<file path="src/rtl/alu8_flags.sv">
module alu8_flags #(
  parameter int W     = 8,
  parameter int C_POS = 2,
  parameter int Z_POS = 1
) (
  input  logic         clk,
  input  logic         rst_n,
  input  logic         en,
  input  logic [4:0]   op,
  input  logic [W-1:0] lhs,
  input  logic [W-1:0] rhs,
  output logic [W-1:0] result,
  output logic         wr_result,
  output logic [W-1:0] flag_img,
  output logic         carry,
  output logic         zero
);
  localparam logic [4:0] OP_ADD = 5'd0,  OP_ADC = 5'd1,  OP_SUB = 5'd2,  OP_SBB = 5'd3;
  localparam logic [4:0] OP_AND = 5'd4,  OP_OR  = 5'd5,  OP_XOR = 5'd6,  OP_CMP = 5'd7;
  localparam logic [4:0] OP_TST = 5'd8,  OP_CPL = 5'd9,  OP_INC = 5'd10, OP_DEC = 5'd11;
  localparam logic [4:0] OP_ASL = 5'd12, OP_ASR = 5'd13, OP_RLC = 5'd14, OP_RRC = 5'd15;
  localparam logic [4:0] OP_FAND = 5'd16, OP_FOR = 5'd17, OP_FXOR = 5'd18;
  localparam logic [W-1:0] ONE = {{(W-1){1'b0}}, 1'b1};

  logic c_q, z_q;
  logic [W-1:0] img, res;
  logic [W:0] add_x, sub_x;
  logic c_n, z_n, wr, upd;

  always_comb begin
    img = '0;
    img[C_POS] = c_q;
    img[Z_POS] = z_q;
  end

  assign add_x = {1'b0, lhs} + {1'b0, rhs} + {{W{1'b0}}, (op == OP_ADC) & c_q};
  assign sub_x = {1'b0, lhs} - {1'b0, rhs} - {{W{1'b0}}, (op == OP_SBB) & c_q};

  always_comb begin
    res = '0;
    c_n = c_q;
    z_n = z_q;
    wr  = 1'b0;
    upd = 1'b1;
    case (op)
      OP_ADD, OP_ADC: begin res = add_x[W-1:0]; c_n = add_x[W]; z_n = (res == '0); wr = 1'b1; end
      OP_SUB, OP_SBB: begin res = sub_x[W-1:0]; c_n = sub_x[W]; z_n = (res == '0); wr = 1'b1; end
      OP_AND: begin res = lhs & rhs; z_n = (res == '0); wr = 1'b1; end
      OP_OR:  begin res = lhs | rhs; z_n = (res == '0); wr = 1'b1; end
      OP_XOR: begin res = lhs ^ rhs; z_n = (res == '0); wr = 1'b1; end
      OP_CMP: begin res = sub_x[W-1:0]; c_n = sub_x[W]; z_n = (res == '0); end
      OP_TST: begin res = lhs & rhs; z_n = (res == '0); end
      OP_CPL: begin res = ~lhs; z_n = (res == '0); wr = 1'b1; end
      OP_INC: begin res = lhs + ONE; c_n = (lhs == '1); z_n = (res == '0); wr = 1'b1; end
      OP_DEC: begin res = lhs - ONE; c_n = (lhs == '0); z_n = (res == '0); wr = 1'b1; end
      OP_ASL: begin res = {lhs[W-2:0], 1'b0}; c_n = lhs[W-1]; z_n = (res == '0); wr = 1'b1; end
      OP_ASR: begin res = {lhs[W-1], lhs[W-1:1]}; c_n = lhs[0]; z_n = (res == '0); wr = 1'b1; end
      OP_RLC: begin res = {lhs[W-2:0], c_q}; c_n = lhs[W-1]; z_n = (res == '0); wr = 1'b1; end
      OP_RRC: begin res = {c_q, lhs[W-1:1]}; c_n = lhs[0]; z_n = (res == '0); wr = 1'b1; end
      OP_FAND: begin res = img & rhs; c_n = res[C_POS]; z_n = res[Z_POS]; end
      OP_FOR:  begin res = img | rhs; c_n = res[C_POS]; z_n = res[Z_POS]; end
      OP_FXOR: begin res = img ^ rhs; c_n = res[C_POS]; z_n = res[Z_POS]; end
      default: upd = 1'b0;
    endcase
  end

  always_ff @(posedge clk) begin
    if (!rst_n) begin
      c_q <= 1'b0;
      z_q <= 1'b0;
    end else if (en && upd) begin
      c_q <= c_n;
      z_q <= z_n;
    end
  end

  assign result    = res;
  assign wr_result = wr & en;
  assign flag_img  = img;
  assign carry     = c_q;
  assign zero      = z_q;
endmodule


</file>
<file path="config.mk">
export PLATFORM = sky130hd
export DESIGN_NAME = alu8_flags
export DESIGN_NICKNAME = d
export VERILOG_FILES = /design/src/rtl/alu8_flags.sv
export SDC_FILE = /design/constraint.sdc
export NUM_CORES = 1
export LEC_CHECK = 0
export BUFFER_PORTS_ARGS = -buffer_cell sky130_fd_sc_hd__buf_2
export CAP_MARGIN = 25
export CORE_MARGIN = 2
export CORE_UTILIZATION = 40
export CTS_BUF_LIST = sky130_fd_sc_hd__clkbuf_4 sky130_fd_sc_hd__clkbuf_8
export DETAILED_ROUTE_END_ITERATION = 12
export SYNTH_ARGS = -nofsm -noshare
export SYNTH_HDL_FRONTEND = slang
export SYNTH_SLANG_ARGS = --single-unit
</file>
<file path="constraint.sdc">
create_clock -name clk -period 4.9 [get_ports clk]
set_input_delay 0 -clock clk [delete_from_list [all_inputs] [get_ports clk]]
set_output_delay 0 -clock clk [all_outputs]
set_load 0.005 [all_outputs]
</file>
==> impl_metrics.toml, run 1 <==
[clock_tree]
clock_latency_ps = 220
postCtsHoldBufs = 0
postCtsSetupBuffers = 0
post_cts_resize_count = 0
numCtsBuffers = 3
clock_sinks = 2
path_clk_slew_ps = 30
cts_max_level = 1
cts_buffer_depth = 2
root_buffer = "clkbuf_8"
cts_tree = "done"

[setup_path]
reg2reg_depth = 9
worstSetupEndpointType = "output port"
crit_path_start_kind = "flip-flop"
r2r_end = "zero"
rr_startpoint = "carry"
worstPathArrival_ps = 3090
cp_max_fo = 10
critPathRequiredTime_ps = 4900
path_class = "reg2out"
rrSetupSlack_ps = 1960

[finish]
stdcell_area_um2 = 2830
multiInputGateArea_um2 = 2360
layout-drive-gt1-share_pct = 13.1
syn_to_final_growth_pct = 6.24
final_cell_mix = "39 x ha_1, 36 x buf_2, 29 x inv_1"
seq_area_um2 = 40.0
num_antenna_cells = 0
final_util_pct = 44.4
final_nets = 467
mostFrequentLayoutCell = "ha_1"
fillers = 698

[min_path]
hp-start = "rst_n"
holdPathEnd = "carry"
holdPathStages = 3
min_path_type = "in2reg"

[die]
io_pins = 43
die_w_um = 85.6
start_util_pct = 41.8
dieHeight_um = 85.6
dieArea_um2 = 7340
fp-row-count = 29
core_um2 = 6390

[synthesis]
synth-seq-cells = 2
async_reset_ff_share_pct = 0
syn_inst = 385
ys_types = 63
yosysWarnings = 0
synth-edff-count = 0
avgSynthCellArea_um2 = 6.93
synth_sequential_area_ratio_pct = 1.50
synth_area_um2 = 2670
ys.flop_type = "dfxtp_1"

[timing]
tns_ps = 0
max_freq_ghz = 0.324
fin_skew_ps = 0.968
period_share_pct = 63.0
finalSetupViolations = 0
slew_headroom_pct = 54.0
rsz0062_at_grt = "no"
finalHoldViolCount = 0
period_minus_slack_ps = 3090
maxSlewViolCount = 0
whs_ps = 16.6
tightest_slew_ps = 690

[global_routing]
grt_max_degree = 24
grt_util_all_layers_pct = 24.4
gr-total-overflow = 0
antenna_found_initial = 0
grt_pass1_vias = 2780
grt_pass1_wl_um = 14400

[placement]
dpl_cell_area_um2 = 2790
gp_congestion = 0.990
post-dp-hpwl_um = 7100
place.port_buffers = 36

[power]
powerDensity_nw_per_um2 = 127
power.total_w = 0.000361
power.leakage_nw = 1.20
max-vdd-ir-drop_v = 0.000104

[flow_run]
drv_cap = 0

[routing]
dr.pass1.iters = 8
finalWirelength_um = 9080
vias = 3040
drtIter0Drc = 402
wl_per_cell_um = 19.1
drc = 0
via_per_inst = 6.40
ant_nets = 0

[outcome]
status = "finished, final reports clean"
kinds of logic after synthesis:
| kind of cell | synth area share [%] |
|---|---|
| buffers and inverters | 10.6 |
| adder cells (fa/ha/maj) | 21.3 |
| flip-flops | 1.50 |
| other | 0.141 |
| XOR/XNOR | 5.91 |
| AND/OR/NAND/NOR | 30.0 |
| AO/OA/AOI/OAI | 28.3 |
| multiplexers | 2.25 |
metal layers:
layer  part of all wire (%)  vias up  GRT usage, %
li1                       -     1449             -
met1                     45     1401          35.2
met2                     46      167          39.6
met3                    7.4       23          1.44
met4                    1.7        0          6.06
met5                      0        -             0
final cells by class:
| cell class | count | share of cell area [%] |
|---|---|---|
| clock buffers | 3 | 1.46 |
| inverters | 30 | 3.98 |
| multi-input cells | 327 | 83.4 |
| flip-flops and latches | 2 | 1.41 |
| well taps | 77 | 3.40 |
| repair buffers | 36 | 6.36 |
sequential cells by signal, summed over array words and instances (netlist names):
signal,cells
carry,1
zero,1
synthesized netlist by cell type, types with 7 or more instances:
cell type	number	share of area [%]
nor3_1	11	2.1
nor2_1	27	3.8
buf_2	7	1.3
nand4_1	8	1.9
buf_4	10	2.8
nand2_1	28	3.9
xnor2_1	13	4.3
o22ai_1	10	2.3
o21ai_0	25	4.7
a221oi_1	7	2.3
nand3_1	15	2.8
nor4_1	7	1.6
nand2b_1	7	1.6
a21oi_1	20	3.8
clkbuf_1	12	1.7
inv_1	29	4.1
ha_1	39	18
critical path, stage by stage, from the launching register on:
cell,delay [ps]
dfxtp_1,520
nand4_1,170
fa_1,560
inv_1,50
ha_1,170
o21ai_0,160
nand2_1,110
o31ai_1,410
nor3_1,100
a311oi_1,320
o21ai_0,150
buf_2,150
power by group:
part / switching, W / total [W] / internal, W
Sequential: 0.00000201 / 0.0000194 / 0.0000174
Clock: 0.0000149 / 0.0000670 / 0.0000521
Combinational: 0.000169 / 0.000274 / 0.000105
stage by stage:
step / setup slack [ps] / cells
detailed placement: 1860 / 472
global placement: 1980 / 472
finish: 1810 / 475
CTS: 1820 / 475
global route: 1580 / 475
floorplan: 2110 / 390
worst max-delay path by stage:
stage,slack (ps),startpoint,cells after the start,endpoint
global route,1580,carry,11,result[7]
global placement,1980,op[0],11,zero
detailed placement,1860,op[0],11,zero
floorplan,2110,op[2],12,zero
CTS,1820,carry,11,result[7]
finish,1810,carry,11,result[7]
No activity file was read; power rests on OpenSTA's default activity.
==> run 2: changes to the inputs <==
- clock period: 4.9 -> 2.7 ns (I/O delays scaled with it)
==> run 2 against run 1 <==
Effect of this change:
- sequential share of layout area shrank 0.076 points
- highest routed layer unchanged
- global-route usage is 0.20 points higher
- combinational power grew 110%
- flip-flop and latch count unchanged
- sequential power is 74% higher
- critical path type unchanged
- register-to-register slack worse by 1800 ps
==> impl_metrics.toml, run 2 (synthesis results as in run 1) <==
[power]
p_comb_share_pct = 79.2
power.total_w = 0.000736
power.leakage_nw = 1.34
clockPowerShare_pct = 16.2
power.switching_w = 0.000364
internal_power_w = 0.000372
max-vdd-ir-drop_v = 0.000180
powerDensity_nw_per_um2 = 238
p_seq_share_pct = 4.6
swShare_pct = 49.4

[global_routing]
grt_util_all_layers_pct = 24.6
grt_max_degree = 23
grt_pass1_vias = 2810
gr-total-overflow = 0
grt_pass1_wl_um = 14600
antenna_found_initial = 0

[finish]
final_cell_mix = "39 x ha_1, 36 x buf_2, 29 x inv_1"
syn_to_final_growth_pct = 15.8
fillers = 668
final_nets = 491
seq_area_um2 = 41.3
layout-drive-gt1-share_pct = 21.6
mostFrequentLayoutCell = "ha_1"
num_antenna_cells = 0
multiInputGateArea_um2 = 2440

[timing]
max_freq_ghz = 0.379
tns_ps = 0
finalSetupViolations = 0
finalHoldViolCount = 0
rsz0062_at_grt = "yes"
maxSlewViolCount = 0
tightest_slew_ps = 667
fin_skew_ps = 7.08
period_share_pct = 97.9
slew_headroom_pct = 55.2
period_minus_slack_ps = 2640

[setup_path]
path_depth = 11
worstSetupEndpointType = "output port"
cp_common_cell = "fa_2"
cp_top_family = "adder cells"
crit_path_start_kind = "flip-flop"
crit_path_top_delay_cell = "fa_2"
reg2reg_depth = 9
slowest_delay_ps = 440
critPathRequiredTime_ps = 2700
path_class = "reg2out"
critical_path_buf_inv_count = 2
cp_max_fo = 4
worstPathArrival_ps = 2640
path_cells = "nand4_1 > fa_2 > fa_2 > o21ai_2 > buf_4 > a22oi_2 > xor2_1 > nand2_1 > and3_4 > o2111ai_2 > buf_2"

[die]
io_pins = 43
dieArea_um2 = 7340
dieHeight_um = 85.6
core_um2 = 6390
die_w_um = 85.6
start_util_pct = 41.8
fp-row-count = 29

[clock_tree]
cts_max_level = 1
root_buffer = "clkbuf_8"
cts_buffer_depth = 2
clock_sinks = 2
cts_tree = "done"
clock_latency_ps = 210
path_clk_slew_ps = 30
numCtsBuffers = 3

[routing]
ant_nets = 0
dr.pass1.iters = 5
vias = 3108
drtIter0Drc = 440
finalWirelength_um = 9400
via_per_inst = 6.23
drc = 0
wl_per_cell_um = 18.8

[placement]
gp_congestion = 0.955
post-dp-hpwl_um = 7420
place.port_buffers = 36

[flow_run]
drv_cap = 0

[min_path]
min_path_type = "in2reg"
holdPathStages = 3

[outcome]
status = "finished, final reports clean"
==> run 2: cell count changes in the layout (fill, tap and decap cells not counted), moves of 2 or more <==
| cell | delta |
|---|---|
| a22oi_1 | -2 |
| a22oi_2 | +2 |
| buf_4 | +24 |
| fa_1 | -3 |
| fa_2 | +3 |
| o21ai_0 | -2 |
| o21ai_2 | +2 |
==> run 2: tightest hold or removal path: cells and delay by family <==
kind	cells	cell delay [ps]
AOI/OAI and AO/OA	1	40
buffers and inverters	2	150
==> run 2: area by class of cell <==
type                       instances  share of cell area, %
clock buffer                       3                   1.34
tap                               77                   3.12
inverter                          30                   3.65
timing repair buffer              60                   11.7
sequential                         2                   1.34
multi-input combinational        327                   78.9
==> run 2: power by group through the flow <==
stage | registers, W | clock network (W) | logic, W
2_1_floorplan | 0.0000347 | 0 | 0.000360
3_3_place_gp | 0.0000342 | 0 | 0.000521
3_5_place_dp | 0.0000340 | 0 | 0.000522
4_1_cts | 0.0000337 | 0.000119 | 0.000528
5_1_grt | 0.0000343 | 0.000122 | 0.000632
6_report | 0.0000338 | 0.000119 | 0.000583
==> run 2: path summary, 6_finish.rpt <==
check	from	to	slack (ps)
hold reg to reg	carry	carry	750
hold / removal	rst_n	carry	30
setup reg to reg	carry	zero	140
setup / recovery	carry	result[6]	60
==> run 2: metal layers <==
metal,GRT usage (%),share of wire (%)
met1,35.8,45
met2,39.8,47
met3,1.83,6.8
met4,5.19,0.89
met5,0,0
==> run 2: per-stage QoR <==
| step | cells | cell area, µm² | utilization (%) | hold WS, ps | setup slack, ps |
|---|---|---|---|---|---|
| 5_1_grt | 499 | 3090 | 48.4 | 46.2 | -87.4 |
| 2_1_floorplan | 390 | 2690 | - | 114 | 26.4 |
| 3_3_place_gp | 491 | 2940 | 46.1 | 239 | 28.1 |
| 6_report | 499 | 3090 | 48.4 | 25.4 | 58.0 |
| 4_1_cts | 494 | 2990 | 46.8 | 29.0 | -7.91 |
| 3_5_place_dp | 491 | 2940 | 46.1 | 240 | -82.3 |
==> run 2: what timing repair did <==
item / in CTS / in global routing
endpoints found under the setup margin: 4 / 5
pin swaps: 0 / 12
resized for setup: 2 / 15
hold buffers: 0 / 0
buffers inserted: 0 / 5
endpoints found under the hold margin: 0 / 0
gates cloned: 0 / 0
==> run 3: changes to the inputs <==
- CORE_ASPECT_RATIO: default -> 0.5
- CORE_UTILIZATION: 40 -> 41
==> run 3 against run 2 <==
Effect of this change:
- clock-buffer cell count unchanged
- critical path type unchanged
- routed wire length up 10%
- clock skew down 5.7 ps
- flip-flop and latch count unchanged
- clock power about the same
==> impl_metrics.toml, run 3 (synthesis results as in run 1) <==
[timing]
fin_skew_ps = 1.38
tns_ps = 0
finalHoldViolCount = 0
maxSlewViolCount = 0
slew_headroom_pct = 51.4
finalSetupViolations = 0
period_share_pct = 97.1
max_freq_ghz = 0.382
tightest_slew_ps = 729
period_minus_slack_ps = 2620

[min_path]
holdPathEnd = "carry"
holdPathStages = 3
hp-start = "rst_n"
min_path_type = "in2reg"

[die]
core_um2 = 6180
io_pins = 43
start_util_pct = 43.1
dieArea_um2 = 7200
dieHeight_um = 61.0
fp-row-count = 20
die_w_um = 118

[clock_tree]
root_buffer = "clkbuf_8"
numCtsBuffers = 3
clock_latency_ps = 210
cts_tree = "done"
cts_buffer_depth = 2
path_clk_slew_ps = 30
cts_max_level = 1
clock_sinks = 2

[power]
power.leakage_nw = 1.35
max-vdd-ir-drop_v = 0.000120
powerDensity_nw_per_um2 = 240
power.total_w = 0.000754

[setup_path]
cp_max_fo = 3
critPathRequiredTime_ps = 2700
crit_path_start_kind = "flip-flop"
critPathLaunch = "carry"
path_class = "reg2out"
rr_startpoint = "carry"
reg2reg_depth = 9
r2r_end = "zero"
rrSetupSlack_ps = 130
worstSetupEndpointType = "output port"
worstPathArrival_ps = 2620

[routing]
wl_per_cell_um = 20.3
finalWirelength_um = 10400
via_per_inst = 6.43
drc = 0
dr.pass1.iters = 5
vias = 3285
drtIter0Drc = 368
ant_nets = 0

[finish]
syn_to_final_growth_pct = 17.6
layout-drive-gt1-share_pct = 22.7
mostFrequentLayoutCell = "ha_1"
multiInputGateArea_um2 = 2460
fillers = 635
num_antenna_cells = 0
stdcell_area_um2 = 3140
final_cell_mix = "38 x ha_1, 36 x buf_2, 28 x inv_1, 28 x nand2_1, 26 x nor2_1"
final_nets = 492
seq_area_um2 = 41.3

[global_routing]
grt_util_all_layers_pct = 28.4
grt_max_degree = 23
grt_pass1_wl_um = 15900
grt_pass1_vias = 2931
antenna_found_initial = 0
gr-total-overflow = 0

[placement]
post-dp-hpwl_um = 8150
gp_congestion = 1.04
place.port_buffers = 36
dpl_cell_area_um2 = 2970

[flow_run]
drv_cap = 0

[outcome]
status = "finished, final reports clean"
run 3: where the power goes:
group          leakage [nW]  switching, W  internal (W)
registers            0.0168    0.00000208     0.0000318
logic                  1.31      0.000360      0.000244
clock network        0.0216     0.0000223     0.0000941
total                  1.35      0.000384      0.000370
run 3: cell type report:
type,instances,share of cell area [%]
Multi-Input combinational cell,327,78.5
Inverter,30,3.59
Sequential cell,2,1.32
Tap cell,88,3.51
Timing Repair Buffer,61,11.7
Clock buffer,3,1.32
run 3: worst max-delay path by stage:
stage | to | slack, ps | cells past startpoint
after global routing | zero | -4 | 10
after CTS | result[7] | 5 | 12
final | result[7] | 80 | 12
after floorplan | zero | 30 | 12
after global placement | zero | 50 | 12
after detailed placement | zero | -120 | 11
run 3: per-stage QoR:
step                utilization [%]  hold slack (ps)  setup WS, ps  instances
finish                         50.7             22.3          79.5        511
global route                   50.7             36.1         -4.45        511
CTS                            49.9             19.3          4.75        510
detailed placement             48.1              245          -123        504
global placement               48.1              244          48.2        504
floorplan                         -              114          26.4        390
run 3: routing by layer:
layer	part of all wire [%]	global-route usage (%)
met1	48	42.2
met2	39	40.5
met3	13	9.35
met4	0.85	3.79
met5	0	0
run 3: repair_timing:
item	CTS	global route
pin swaps	9	6
endpoints found under the setup margin	3	5
hold buffers	0	0
resized for setup	13	10
setup buffers	3	1
run 3: critical path, cell delays in order, from the launching register on:
cell      delay, ps
dfxtp_2         320
nand4_1         120
fa_2            570
inv_2            50
ha_4            140
o21ai_1         120
nand2_1         100
o31ai_1         220
buf_4           180
nor3_2           50
a311oi_2        270
o21ai_1         140
buf_2           140
